**src/rtl/addr_gen_pkg.sv**
```systemverilog
package addr_gen_pkg;

    localparam int MODE_W = 4;

    typedef enum logic [MODE_W-1:0] {
        AM_IMPLIED  = 4'd0,
        AM_IMMED    = 4'd1,
        AM_REG      = 4'd2,
        AM_REGIND   = 4'd3,
        AM_AUTOINC  = 4'd4,
        AM_AUTODEC  = 4'd5,
        AM_DIRECT   = 4'd6,
        AM_INDIRECT = 4'd7,
        AM_RELATIVE = 4'd8,
        AM_INDEXED  = 4'd9,
        AM_BASE     = 4'd10
    } am_mode_e;

    typedef enum logic [1:0] {
        ST_IDLE,
        ST_PTR_RD,
        ST_OPND_RD,
        ST_FINISH
    } seq_state_e;

    typedef struct packed {
        logic legal;
        logic needs_ptr;
        logic needs_opnd;
        logic reg_update;
    } mode_class_t;

endpackage

```
**src/rtl/addr_mode_dec.sv**
```systemverilog
module addr_mode_dec
    import addr_gen_pkg::*;
(
    input  logic [MODE_W-1:0] mode,
    output mode_class_t       cls
);

    always_comb begin
        cls = '0;
        unique case (mode)
            AM_IMPLIED, AM_IMMED, AM_REG: begin
                cls.legal = 1'b1;
            end
            AM_AUTOINC, AM_AUTODEC: begin
                cls.legal      = 1'b1;
                cls.needs_opnd = 1'b1;
                cls.reg_update = 1'b1;
            end
            AM_INDIRECT: begin
                cls.legal      = 1'b1;
                cls.needs_ptr  = 1'b1;
                cls.needs_opnd = 1'b1;
            end
            AM_REGIND, AM_DIRECT, AM_RELATIVE, AM_INDEXED, AM_BASE: begin
                cls.legal      = 1'b1;
                cls.needs_opnd = 1'b1;
            end
            default: cls = '0;
        endcase
    end

endmodule

```
**src/rtl/addr_ea_calc.sv**
```systemverilog
module addr_ea_calc
    import addr_gen_pkg::*;
#(
    parameter int DW = 16
) (
    input  logic [MODE_W-1:0] mode,
    input  logic [DW-1:0]     addr_fld,
    input  logic [DW-1:0]     pc,
    input  logic [DW-1:0]     xr,
    input  logic [DW-1:0]     br,
    input  logic [DW-1:0]     reg_val,
    output logic [DW-1:0]     ea_first,
    output logic [DW-1:0]     opnd_now,
    output logic [DW-1:0]     wb_val
);

    localparam logic [DW-1:0] ONE   = DW'(1);
    localparam logic [DW-1:0] M_ONE = {DW{1'b1}};

    logic [DW-1:0] base_sel;
    logic [DW-1:0] offs_sel;

    // one shared adder: base operand plus offset operand
    always_comb begin
        base_sel = '0;
        offs_sel = '0;
        opnd_now = '0;
        unique case (mode)
            AM_IMMED:    opnd_now = addr_fld;
            AM_REG:      opnd_now = reg_val;
            AM_REGIND,
            AM_AUTOINC:  base_sel = reg_val;
            AM_AUTODEC: begin
                base_sel = reg_val;
                offs_sel = M_ONE;
            end
            AM_DIRECT,
            AM_INDIRECT: offs_sel = addr_fld;
            AM_RELATIVE: begin
                base_sel = pc;
                offs_sel = addr_fld;
            end
            AM_INDEXED: begin
                base_sel = xr;
                offs_sel = addr_fld;
            end
            AM_BASE: begin
                base_sel = br;
                offs_sel = addr_fld;
            end
            default: begin
                base_sel = '0;
                offs_sel = '0;
            end
        endcase
    end

    assign ea_first = base_sel + offs_sel;
    assign wb_val   = (mode == AM_AUTOINC) ? reg_val + ONE : reg_val + M_ONE;

endmodule

```
**src/rtl/addr_seq_fsm.sv**
```systemverilog
module addr_seq_fsm
    import addr_gen_pkg::*;
(
    input  logic        clk,
    input  logic        rst_n,
    input  logic        start,
    input  mode_class_t cls,
    input  logic        mem_ready,
    output logic        accept,
    output logic        ptr_ack,
    output logic        opnd_ack,
    output logic        mem_req,
    output logic        done
);

    seq_state_e state, nxt;

    always_ff @(posedge clk or negedge rst_n) begin
        if (!rst_n) state <= ST_IDLE;
        else        state <= nxt;
    end

    always_comb begin
        nxt = state;
        unique case (state)
            ST_IDLE, ST_FINISH: begin
                if (start) begin
                    if (!cls.legal)         nxt = ST_FINISH;
                    else if (cls.needs_ptr) nxt = ST_PTR_RD;
                    else if (cls.needs_opnd) nxt = ST_OPND_RD;
                    else                    nxt = ST_FINISH;
                end
            end
            ST_PTR_RD:  if (mem_ready) nxt = ST_OPND_RD;
            ST_OPND_RD: if (mem_ready) nxt = ST_FINISH;
            default:    nxt = ST_IDLE;
        endcase
    end

    always_comb begin
        accept   = 1'b0;
        ptr_ack  = 1'b0;
        opnd_ack = 1'b0;
        mem_req  = 1'b0;
        done     = 1'b0;
        unique case (state)
            ST_IDLE:    accept = start;
            ST_FINISH: begin
                accept = start;
                done   = 1'b1;
            end
            ST_PTR_RD: begin
                mem_req = 1'b1;
                ptr_ack = mem_ready;
            end
            ST_OPND_RD: begin
                mem_req  = 1'b1;
                opnd_ack = mem_ready;
            end
            default: accept = 1'b0;
        endcase
    end

endmodule

```
**src/rtl/addr_gen_unit.sv**
```systemverilog
module addr_gen_unit
    import addr_gen_pkg::*;
#(
    parameter int DW = 16
) (
    input  logic              clk,
    input  logic              rst_n,
    input  logic              start,
    input  logic [MODE_W-1:0] mode,
    input  logic [DW-1:0]     addr_fld,
    input  logic [DW-1:0]     pc,
    input  logic [DW-1:0]     xr,
    input  logic [DW-1:0]     br,
    input  logic [DW-1:0]     reg_val,
    output logic              mem_req,
    output logic [DW-1:0]     mem_addr,
    input  logic              mem_ready,
    input  logic [DW-1:0]     mem_rdata,
    output logic              reg_we,
    output logic [DW-1:0]     reg_wdata,
    output logic              done,
    output logic              illegal,
    output logic [DW-1:0]     ea,
    output logic [DW-1:0]     operand
);

    mode_class_t   cls;
    logic [DW-1:0] ea_first, opnd_now, wb_val;
    logic          accept, ptr_ack, opnd_ack;

    logic [DW-1:0] ea_q, opnd_q, wdata_q;
    logic          we_q, illegal_q;

    addr_mode_dec u_dec (
        .mode (mode),
        .cls  (cls)
    );

    addr_ea_calc #(.DW(DW)) u_calc (
        .mode     (mode),
        .addr_fld (addr_fld),
        .pc       (pc),
        .xr       (xr),
        .br       (br),
        .reg_val  (reg_val),
        .ea_first (ea_first),
        .opnd_now (opnd_now),
        .wb_val   (wb_val)
    );

    addr_seq_fsm u_fsm (
        .clk       (clk),
        .rst_n     (rst_n),
        .start     (start),
        .cls       (cls),
        .mem_ready (mem_ready),
        .accept    (accept),
        .ptr_ack   (ptr_ack),
        .opnd_ack  (opnd_ack),
        .mem_req   (mem_req),
        .done      (done)
    );

    // result registers; ea_q doubles as the read address in both read states
    always_ff @(posedge clk or negedge rst_n) begin
        if (!rst_n) begin
            ea_q      <= '0;
            opnd_q    <= '0;
            wdata_q   <= '0;
            we_q      <= 1'b0;
            illegal_q <= 1'b0;
        end else begin
            we_q <= 1'b0;
            if (accept) begin
                ea_q      <= ea_first;
                opnd_q    <= opnd_now;
                illegal_q <= ~cls.legal;
                we_q      <= cls.reg_update;
                wdata_q   <= wb_val;
            end
            if (ptr_ack)  ea_q   <= mem_rdata;
            if (opnd_ack) opnd_q <= mem_rdata;
        end
    end

    assign mem_addr  = ea_q;
    assign ea        = ea_q;
    assign operand   = opnd_q;
    assign reg_we    = we_q;
    assign reg_wdata = wdata_q;
    assign illegal   = illegal_q;

endmodule

```
**config.mk**
```make
export PLATFORM = sky130hd
export DESIGN_NAME = addr_gen_unit
export DESIGN_NICKNAME = d
export VERILOG_FILES = /design/src/rtl/addr_gen_pkg.sv /design/src/rtl/addr_mode_dec.sv /design/src/rtl/addr_ea_calc.sv /design/src/rtl/addr_seq_fsm.sv /design/src/rtl/addr_gen_unit.sv
export SDC_FILE = /design/constraint.sdc
export NUM_CORES = 1
export LEC_CHECK = 0
export ABC_AREA = 1
export BUFFER_PORTS_ARGS = -buffer_cell sky130_fd_sc_hd__buf_2
export CORE_ASPECT_RATIO = 1.5
export CORE_MARGIN = 1.5
export CORE_UTILIZATION = 51
export DETAILED_ROUTE_END_ITERATION = 12
export PLACE_DENSITY = 0.78
export SYNTH_ARGS = -nofsm -noshare
export SYNTH_HDL_FRONTEND = slang
export SYNTH_SLANG_ARGS = --single-unit
```
**constraint.sdc**
```tcl
create_clock -name clk -period 2 [get_ports clk]
set_input_delay 0.1 -clock clk [delete_from_list [all_inputs] [get_ports clk]]
set_output_delay 0.1 -clock clk [all_outputs]
set_load 0.1 [all_outputs]
```
* After elaboration in Yosys (flattened, before gate mapping)
Index checks and enable logic that the tools add are counted.
** Cells by class
- Bitwise gates (word level) :: 1
- Multiplexer cells :: 25
- $add $sub $neg :: 3
- Reductions and logical operators :: 12
- Equal/unequal tests :: 16
** Operators with widths (count)
- $mux W16 :: 5
- $pmux W16 S2 :: 2
- $pmux W16 S4 :: 1
- $add A16 B1 Y16 const B :: 1
- $add A16 B16 Y16 :: 1
- $add A16 B16 Y16 const B :: 1
- $eq A4 B3 Y1 const B :: 4
- $eq A4 B4 Y1 const B :: 3
- $mux W1 :: 11
- $reduce_or A11 Y1 :: 1
- $mux W2 :: 5
- $eq A4 B2 Y1 const B :: 2
- $reduce_or A8 Y1 :: 1
- $pmux W2 S3 :: 1
- $reduce_or A2 Y1 :: 3
- $reduce_or A5 Y1 :: 1
- $eq A2 B2 Y1 const B :: 2
- $eq A4 B1 Y1 const B :: 1
- $logic_not A4 Y1 :: 1
- $ne A2 B2 Y1 const B :: 2
- $reduce_bool A2 Y1 :: 2
- $reduce_and A3 Y1 :: 1
- $reduce_or A3 Y1 :: 1
- $eq A2 B1 Y1 const B :: 1
- 3 further kinds :: 3
** Word-level totals
- Output and inout port bits :: 68
- Logic and storage cells :: 63
- Bits in registers :: 52

* Longest topological paths before layout
- Depth after elaboration :: 8
- Depth in mapped cells :: 21
- Depth with buffers taken out :: 20

* Hierarchy
Synthesis repeated with hierarchy kept, for this count alone.
** Unflattened totals
- Cell total of the unflattened synthesis :: 849
- Area total of the unflattened synthesis :: 5192.5 µm²
** Modules (own cells, without submodules)
- addr_ea_calc :: cells an instance 473, area each 2469.9 µm², sequential area each 0.0 µm², times used 1
- addr_gen_unit :: cells an instance 330, area each 2453.6 µm², sequential area each 1251.2 µm², times used 1
- addr_seq_fsm :: cells an instance 35, area each 219.0 µm², sequential area each 50.0 µm², times used 1
- addr_mode_dec :: cells an instance 11, area each 50.0 µm², sequential area each 0.0 µm², times used 1

* Least setup slack after synthesis
No wires, ideal clock.
- Kind :: input -> register
- Start :: input mode[2]
- End :: register ea_q[14], in the netlist ea[14]
- Data arrival time :: 2.273 ns
- Stages :: 19
- Data required time :: 1.883 ns
- Path buffers :: 1
- Slack :: -0.391 ns
- Cells stage by stage :: inv_1 nand2_1 nor3_1 buf_2 nand2_1 nand4_1 ha_1 inv_1 fa_1 inv_1 nand3_1 nand2_1 nand2_1 nand2_1 nand3_1 nand2_1 nand2_1 nand3_1 nand2_1
** On the way
- Word-level cells in the longest chain between the ends :: 6
** RTL lines
- from (decl) :: RTL line addr_gen_unit.sv:9 : input logic [MODE_W-1:0] mode,
- $eq A4 B2 Y1, or another cell as far along :: RTL line addr_ea_calc.sv:28 : unique case (mode)
- $reduce_or A3 Y1 (no source line) / $reduce_or A5 Y1 (equally long branches)
- $pmux W16 S4 / $pmux W16 S2 (equally long branches) :: RTL line addr_ea_calc.sv:28
- $add A16 B16 Y16 (*) :: RTL line addr_ea_calc.sv:58 : assign ea_first = base_sel + offs_sel;
- $mux W16 (*) :: RTL line addr_gen_unit.sv:74 : if (accept) begin
- $mux W16 (*) :: RTL line addr_gen_unit.sv:81 : if (ptr_ack) ea_q <= mem_rdata;
- to (signal assigned) :: RTL line addr_gen_unit.sv:75 : ea_q <= ea_first;
- to (signal assigned) :: RTL line addr_gen_unit.sv:81
- to (decl) :: RTL line addr_gen_unit.sv:31 : logic [DW-1:0] ea_q, opnd_q, wdata_q;
Mark *: on every way between the ends. The rest lies on a longest branch, timed or not. The select of a mux whose other input is x is not followed.
A chain may end at the register's enable or synchronous reset.

* Worst setup path after layout
- Start :: input mode[0]
- End :: register ea_q[8], in the netlist ea[8]
The elaborated chain is that of the path after synthesis.

==> impl_results.md <==
- Logic pwr share: 0.737
- HP Start: mem_rdata[4]
- Worst Setup End Kind: flop
- Area leader, netlist: dfrtp_1
- CTS clock-pin slew for the worst setup and hold paths: 0.07 ns
- Antenna-violating nets left: 0
- Die area: 9790 µm²
- Layout cells sized above 1: 0.358
- FF-to-FF Start: u_fsm.state[0]
- I/O pins: 172
- Fmax: 506 MHz
- HP Class: input port to flop
- Worst-path cell chain: buf_8 > buf_8 > nor3_4 > nand2_1 > nand4_1 > ha_2 > inv_2 > fa_2 > inv_2 > nand3_2 > nand2_4 > nand2_2 > nand2_4 > nand2_1 > nand2_1 > a21oi_1 > o21ai_1 > nand2_1
- Sequential Power Share: 0.178
- Syn Nets: 841
- Crit-path max cell delay: 0.37 ns
- Max Cap Viol: 0
- Crit path max fanout: 4
- Largest net degree at the start of global routing: 29
- Final instance area: 6790 µm²
- Seq cells post-synth: 52
- Simple-Gate Fraction of Synth Area: 0.322
- Vias per inst: 5.56
- Row cnt: 42
- Final Hold Fails: 0
- Largest family of logic cells by synthesized area: simple AND/OR/NAND/NOR gates
- Share of Yosys cell area claimed by the top area cell type: 0.277
- GPL Wtd Cong: 1.05
- PwrDens: 1520 nW/µm²
- Critical Path RT: 2.19 ns
- Post-synth top cells: 223 x nand2_1, 88 x inv_1, 59 x nand3_1
- Final cell count without fillers: 1058
- CTS Buf Count: 5
- Port bufs: 171
- Pleak: 3.68 nW
- Post-synthesis mux area share: 0
- Max-slew violations: 0
- CTS tree: done
- Endpoints failing setup: 0
- Cell count after synthesis: 703
- Pint: 3.44 mW
- Sink Count: 52
- DP Wirelength: 13800 µm
- Clock share of power: 0.085
- CP Class: input port to flop
- Dpl cells: 1037
- Post-synth cell types: 35
- Sequential fraction of the synthesis area: 0.277
- Placeable Area: 8880 µm²
- Via count: 5886
- Number of global-route vias before repair: 5943
- First-pass GRT wire length: 26800 µm
- CP startpoint: mode[0]
- Sw frac: 0.668
- Initial core utilization: 0.528
- Unrepaired setup endpoints after global routing: true
- Diodes inserted: 0
- Synth area leaders: dfrtp_1 28%, nand2_1 18%, ha_1 8.5%
- Bufs on Longest Clock Path: 2
- Rel. slew slack: 0.562
- Post-route DRC: 0
- Min cycle time layout: 1.98 ns
- Post-synth EDFFs: 0
- Adder-cell share of the synthesized area: 0.0939
- Syn_area_per_cell: 6.67 µm²
- Fin Hold WS: 0.0413 ns
- Worst path most repeated cell: nand2_1
- Dpl cell area: 6260 µm²
- Final period utilization: 0.989
- Psw: 6.90 mW
- Die Width: 81.3 µm
- Clk_skew: 0.00504 ns
- Count leader, synth: nand2_1
- Startpoint types: input port
- Area Growth Syn to Fin: 44.7%
- Arrival @ worst endpoint: 2.17 ns
- Die height: 120 µm
- GRT Overall Usage: 0.351
- Slowest cell on crit path: fa_2
- Mapped Area: 4690 µm²
- Nets: 1085
- Drt wl/cell: 16.2 µm
- Routed wire length: 17200 µm
- Initial antenna violation count: 0
- Drt pass-1 iters: 5
- Run status: finished, final reports clean
- Yosys warning total: 0
- Clk Latency, worst-skew pair: 0.30 ns
- Synth Area in XOR/XNOR: 0.0187
- Worst-Margin Slew: 0.656 ns
- Ys flop type: dfrtp_1
- DRT iter0 DRCs: 384
- Worst VDD drop: 1.94 mV
- Root buf cell: clkbuf_16
- Ys async rst share: 1.00
- H-tree depth: 2
- Grt ovf: 0
- Compound-Gate Fraction of Synth Area: 0.173
==> placed cells by master (no fill, tap or decap), types with 3 or more instances in the layout <==
master and count:
nand2_1 205, buf_2 167, buf_4 89, inv_1 80, nand3_1 54, dfrtp_1 52, nor2_1 34, o21ai_0 27
ha_1 26, a21oi_1 24, o211ai_1 19, nand4_1 16, o221ai_1 16, nand2_2 13, o21ai_1 10, a21oi_2 9
nand3b_1 9, a22o_1 8, inv_2 7, buf_12 7, xnor2_1 6, buf_6 6, nor2_4 5, nand3_2 5
a21o_1 5, ha_4 5, clkbuf_16 5, nand2_4 4, xor2_1 4, nor2_2 3, o21bai_1 3
==> routing by layer <==
| layer | up-vias | share of wire | GRT usage |
|---|---|---|---|
| met5 | - | 0 | 0 |
| met3 | 63 | 0.052 | 0.0264 |
| met1 | 2725 | 0.36 | 0.391 |
| met2 | 274 | 0.54 | 0.637 |
| met4 | 0 | 0.046 | 0.195 |
| li1 | 2824 | - | - |
==> state kept, by name (all words and copies together) (netlist names) <==
register     flops
ea              16
operand         16
reg_wdata       16
u_fsm.state      2
illegal          1
reg_we           1
==> cells by family (layout without fill, tap and decap cells) <==
family	count (synthesis)	in the layout
flops	52	52
fa+ha+maj	34	34
xor+xnor	10	10
buf+inv	124	369
simple gates	356	356
compound gates	127	127
==> layout make-up <==
type | instances | area [µm²]
Multi-Input combinational cell | 527 | 3110
Fill cell | 678 | 2090
Timing Repair Buffer | 272 | 1750
Sequential cell | 52 | 1300
Inverter | 89 | 342
Tap cell | 110 | 138
Clock buffer | 6 | 129
Clock inverter | 2 | 16.3
==> stage by stage <==
step	utilization	TNS [ns]	setup WS, ns	power (mW)
3_5_place_dp	0.705	-5.67	-0.426	9.31
6_report	0.764	0	0.0223	10.3
4_1_cts	0.725	0	0.00115	10.2
2_1_floorplan	-	-0.245	-0.108	7.94
3_3_place_gp	0.705	-3.90	-0.349	9.22
5_1_grt	0.764	-0.378	-0.0847	10.7
==> timing repair <==
item | in CTS | in global routing
buffers inserted | 0 | 13
endpoints found under the hold margin | 27 | 0
resized for setup | 7 | 75
endpoints found under the setup margin | 7 | 23
hold buffers | 1 | 0
pin swaps | 1 | 37
==> critical path: cells and delay by family <==
family                     cells  cell delay (ns)
adders and majority gates      2             0.57
and+or+nand+nor               10             1.00
AOI/OAI and AO/OA              2             0.14
buffers and inverters          4             0.34
==> power groups by stage <==
stage	clock, mW	combinational [mW]	sequential [mW]
after floorplan	0	2.70	5.24
after global placement	0	7.39	1.83
after detailed placement	0	7.47	1.84
after CTS	0.892	7.49	1.84
after global routing	0.925	7.92	1.91
final	0.883	7.61	1.84
==> worst paths after layout <==
kind,to,cells after the start,slack (ns)
max in group asynchronous,reg_wdata[12],3,1.06
max reg2reg,reg_wdata[7],7,0.11
min reg2reg,reg_wdata[14],2,0.48
max,ea[8],18,0.02
min in group asynchronous,ea[15],2,0.36
min,ea[4],3,0.04
Note: power is estimated with default switching activity, not from simulation.
